`src/rtl/opcode_alu_pkg.sv`:
```
package opcode_alu_pkg;
  localparam int DATA_W = 16;
  localparam int OPC_W  = 4;

  // bit positions of the opcode fields
  localparam int OPC_INV_A   = 3;
  localparam int OPC_INV_B   = 2;
  localparam int OPC_SEL_NAND = 1;
  localparam int OPC_INV_OUT = 0;

  typedef struct packed {
    logic invA;
    logic invB;
    logic selNand;
    logic invOut;
  } aluStrobes_t;
endpackage

```
`src/rtl/alu_half_adder.sv`:
```
module aluHalfAdder (
  input  logic x,
  input  logic y,
  output logic s,
  output logic c
);
  assign s = x ^ y;
  assign c = x & y;
endmodule

```
`src/rtl/alu_full_adder.sv`:
```
module aluFullAdder (
  input  logic x,
  input  logic y,
  input  logic cin,
  output logic s,
  output logic cout
);
  logic partSum;
  logic carryLow;
  logic carryHigh;

  aluHalfAdder firstHalf (.x(x), .y(y), .s(partSum), .c(carryLow));
  aluHalfAdder secondHalf (.x(partSum), .y(cin), .s(s), .c(carryHigh));

  assign cout = carryLow | carryHigh;
endmodule

```
`src/rtl/alu_ripple_adder.sv`:
```
module aluRippleAdder #(
  parameter int WIDTH = 16
) (
  input  logic [WIDTH-1:0] x,
  input  logic [WIDTH-1:0] y,
  output logic [WIDTH-1:0] sum
);
  logic [WIDTH:0] carryChain;
  logic unusedCarryOut;

  assign carryChain[0] = 1'b0;

  for (genvar i = 0; i < WIDTH; i++) begin : gStage
    aluFullAdder stage (
      .x   (x[i]),
      .y   (y[i]),
      .cin (carryChain[i]),
      .s   (sum[i]),
      .cout(carryChain[i+1])
    );
  end

  // carry beyond the top bit is dropped: sum wraps
  assign unusedCarryOut = carryChain[WIDTH];
endmodule

```
`src/rtl/alu_control.sv`:
```
module aluControl
  import opcode_alu_pkg::*;
#(
  parameter int OP_WIDTH = OPC_W
) (
  input  logic [OP_WIDTH-1:0] opcode,
  output aluStrobes_t         strobes
);
  always_comb begin
    strobes.invA    = opcode[OPC_INV_A];
    strobes.invB    = opcode[OPC_INV_B];
    strobes.selNand = opcode[OPC_SEL_NAND];
    strobes.invOut  = opcode[OPC_INV_OUT];
  end
endmodule

```
`src/rtl/alu_datapath.sv`:
```
module aluDatapath
  import opcode_alu_pkg::*;
#(
  parameter int WIDTH = DATA_W
) (
  input  logic [WIDTH-1:0] opA,
  input  logic [WIDTH-1:0] opB,
  input  aluStrobes_t      strobes,
  output logic [WIDTH-1:0] result,
  output logic             zeroFlag,
  output logic             negFlag
);
  localparam logic [WIDTH-1:0] ALL_ONES = {WIDTH{1'b1}};

  logic [WIDTH-1:0] condA;
  logic [WIDTH-1:0] condB;
  logic [WIDTH-1:0] sumWord;
  logic [WIDTH-1:0] nandWord;
  logic [WIDTH-1:0] coreWord;

  // operand conditioning: XOR with a replicated strobe flips every bit
  assign condA = opA ^ (strobes.invA ? ALL_ONES : '0);
  assign condB = opB ^ (strobes.invB ? ALL_ONES : '0);

  aluRippleAdder #(.WIDTH(WIDTH)) adder (
    .x  (condA),
    .y  (condB),
    .sum(sumWord)
  );

  assign nandWord = ~(condA & condB);

  // 2:1 select, 0 passes the adder
  assign coreWord = strobes.selNand ? nandWord : sumWord;

  assign result   = coreWord ^ (strobes.invOut ? ALL_ONES : '0);
  assign zeroFlag = ~|result;
  assign negFlag  = result[WIDTH-1];
endmodule

```
`src/rtl/opcode_alu.sv`:
```
module opcodeAlu
  import opcode_alu_pkg::*;
(
  input  logic [15:0] opA,
  input  logic [15:0] opB,
  input  logic [3:0]  opcode,
  output logic [15:0] result,
  output logic        zeroFlag,
  output logic        negFlag
);
  aluStrobes_t strobes;

  aluControl #(.OP_WIDTH(OPC_W)) ctrl (
    .opcode (opcode),
    .strobes(strobes)
  );

  aluDatapath #(.WIDTH(DATA_W)) dp (
    .opA     (opA),
    .opB     (opB),
    .strobes (strobes),
    .result  (result),
    .zeroFlag(zeroFlag),
    .negFlag (negFlag)
  );
endmodule

```
`config.mk`:
```
export PLATFORM = sky130hd
export DESIGN_NAME = opcodeAlu
export DESIGN_NICKNAME = d
export VERILOG_FILES = /design/src/rtl/opcode_alu_pkg.sv /design/src/rtl/alu_half_adder.sv /design/src/rtl/alu_full_adder.sv /design/src/rtl/alu_ripple_adder.sv /design/src/rtl/alu_control.sv /design/src/rtl/alu_datapath.sv /design/src/rtl/opcode_alu.sv
export SDC_FILE = /design/constraint.sdc
export NUM_CORES = 1
export LEC_CHECK = 0
export BUFFER_PORTS_ARGS = -buffer_cell sky130_fd_sc_hd__buf_2
export CORE_MARGIN = 1.5
export CORE_UTILIZATION = 50
export DETAILED_ROUTE_END_ITERATION = 16
export GPL_ROUTABILITY_DRIVEN = 1
export PLACE_DENSITY = 0.81
export SLEW_MARGIN = 15
export SYNTH_ARGS = -nofsm -noshare
export SYNTH_HDL_FRONTEND = slang
export SYNTH_SLANG_ARGS = --single-unit
```
`constraint.sdc`:
```
create_clock -name vclk -period 25.6
set_input_delay 5.12 -clock vclk [all_inputs]
set_output_delay 5.12 -clock vclk [all_outputs]
set_load 0.01 [all_outputs]
```
==> flow_metrics.tcl <==
set metrics [dict create \
    timing.fmax_ghz 0.05630 \
    antennaDiodeCount 0 \
    fin_crit_sh 0.6939 \
    p_leak_nw 0.9290 \
    wl_mm 2.828 \
    fin_tns_setup_ps 0 \
    avgSynthCellArea_um2 8.707 \
    multi_input_area_um2 1308 \
    ys_seq_area_frac 0 \
    grt_pass1_vias 1076 \
    hold_path_class "input pin to output port" \
    slew_viol_final 0 \
    end_kind "output port" \
    rsz0062_at_grt "false" \
    critPathArrivalTime_ps 12640 \
    die_w_um 57.25 \
    io-pin-count 54 \
    worstPathMaxFanout 16 \
    slew_headroom 0.5675 \
    worstHoldStart "opcode[0]" \
    p_per_area_nw_per_um2 36.05 \
    ff_latch_area_um2 0 \
    cpMostUsedCell "fa_1" \
    worstPathBufferInverterCount 5 \
    grt_overflow_total 0 \
    min_period_ps 17760 \
    postLayoutCoreUtil 0.6203 \
    coreArea_um2 2781 \
    cp_slowest_stage_delay_ps 480 \
    die_area_um2 3277 \
    synth_nets 235 \
    flops_and_latches 0 \
    hpwl_mm 2.392 \
    row_count 19 \
    path_class "input pin to output port" \
    firstDrtPassIters 4 \
    holdBufCountCts 0 \
    place_area_um2 1725 \
    drtAntennaViolNets 0 \
    place.gp.congestion 0.7708 \
    drt_iter0_markers 12 \
    io_buffers 54 \
    die_h_um 57.25 \
    yosysUniqueCellTypes 32 \
    start_util 0.5290 \
    cts_setup_buffers 0 \
    grt_max_degree 30 \
    antenna_found_initial 0 \
    cp_top_family "adder cells" \
    design_area_um2 1725 \
    synthCells 169 \
    hold_violations 0 \
    grt_pass1_wl_mm 4.629 \
    cts_resized 0 \
    clock_buffers 0 \
    via_count 1209 \
    yosysWarningCount 0 \
    setup_viol 0 \
    grt_usage 0.1729 \
    syn_to_final_growth_pct 17.26 \
    start_kind "input pin" \
    outcome "completed" \
    layout-drive-gt1-share 0.2689 \
    total_power_uw 62.20 \
    wire_per_inst_um 11.64 \
    drc 0 \
    nets 280 \
    cap_violations 0 \
    crit_slowest_cell "fa_1" \
    vias_per_cell 4.975 \
    setup.worst_path.start "opcode[2]" \
    worst_pin_slew_ps 648.8 \
    fill_cells 247 \
    cp.required_ps 20480 \
    ir_drop_v 0.00002514 \
    netlist_area_um2 1471 \
]
cell usage after synthesis:
cell type,count,area share
mux4_2,1,0.015
nand4b_1,1,0.0060
a221oi_1,1,0.0060
nor3_1,1,0.0034
buf_4,1,0.0051
clkbuf_1,2,0.0051
a2111oi_2,1,0.010
a2111o_1,1,0.0077
nor2_1,3,0.0077
xnor2_1,4,0.024
nor2b_1,3,0.013
nor4bb_1,2,0.014
ha_1,16,0.14
nand3_1,1,0.0034
o21ai_0,2,0.0068
and3b_1,1,0.0060
nand2b_1,1,0.0043
nand4_1,3,0.013
buf_2,8,0.027
o2111ai_1,1,0.0060
a21oi_1,1,0.0034
inv_1,29,0.074
or2_0,1,0.0043
a21o_1,1,0.0051
nand2_1,5,0.013
a221o_1,1,0.0068
mux2i_1,14,0.095
or4b_2,1,0.0068
xor2_1,45,0.27
or4_1,2,0.010
o22ai_1,1,0.0043
fa_1,14,0.19
tightest hold or removal path, delay by kind of cell:
family | cells | cell delay [ps]
xor gates and xnor gates | 1 | 230
buffers and inverters | 2 | 430
cells in the final DEF, fill, tap and decap left out, types with 2 or more instances in the layout:
master	Yosys	routed
nor2b_1	3	3
xor2_1	45	45
inv_1	29	29
o21ai_0	2	2
mux2i_1	14	14
xnor2_1	4	4
nand2_1	5	5
ha_1	16	16
or4_1	2	2
fa_1	14	14
buf_2	8	54
nor2_1	3	3
nand4_1	3	3
nor4bb_1	2	2
cell families after synthesis:
logic type                 count (synthesis)  share of synthesized area
xor gates and xnor gates                  49                     0.2917
and+or+nand+nor                           25                     0.1037
buffers and inverters                     40                     0.1114
AOI/OAI and AO/OA                         10                    0.05612
muxes                                     15                     0.1105
adders and majority gates                 30                     0.3265
final timing paths:
kind	slack [ps]	end	cells past startpoint
min	10890	result[2]	3
max	7840	zeroFlag	25
cell type report:
cell class,instances,share of cell area
multi-input cells,129,0.7578
repair buffers,54,0.1566
well taps,31,0.02248
inverters,29,0.06309
metrics by stage:
| stage | worst slack, ps | hold WS, ps | instances |
|---|---|---|---|
| after floorplan | 8029 | 10630 | 169 |
| after global placement | 7918 | 10900 | 243 |
| after detailed placement | 7851 | 10900 | 243 |
| after CTS | 7837 | 10900 | 243 |
| after global routing | 7543 | 10950 | 243 |
| final | 7836 | 10890 | 243 |
where the power goes:
group	total (mW)	internal [mW]	switching, mW
Sequential	0	0	0
Clock	0	0	0
Combinational	0.0622	0.0282	0.0340
per-layer routing:
layer,wire length (um),part of all wire,vias to the layer above,track usage
met1,1247,0.44,558,0.2376
met3,89,0.031,0,0
met2,1491,0.53,29,0.3268
li1,-,-,622,-
met5,0,0,-,0
met4,0,0,0,0
Power figures use the tool's default switching activity.
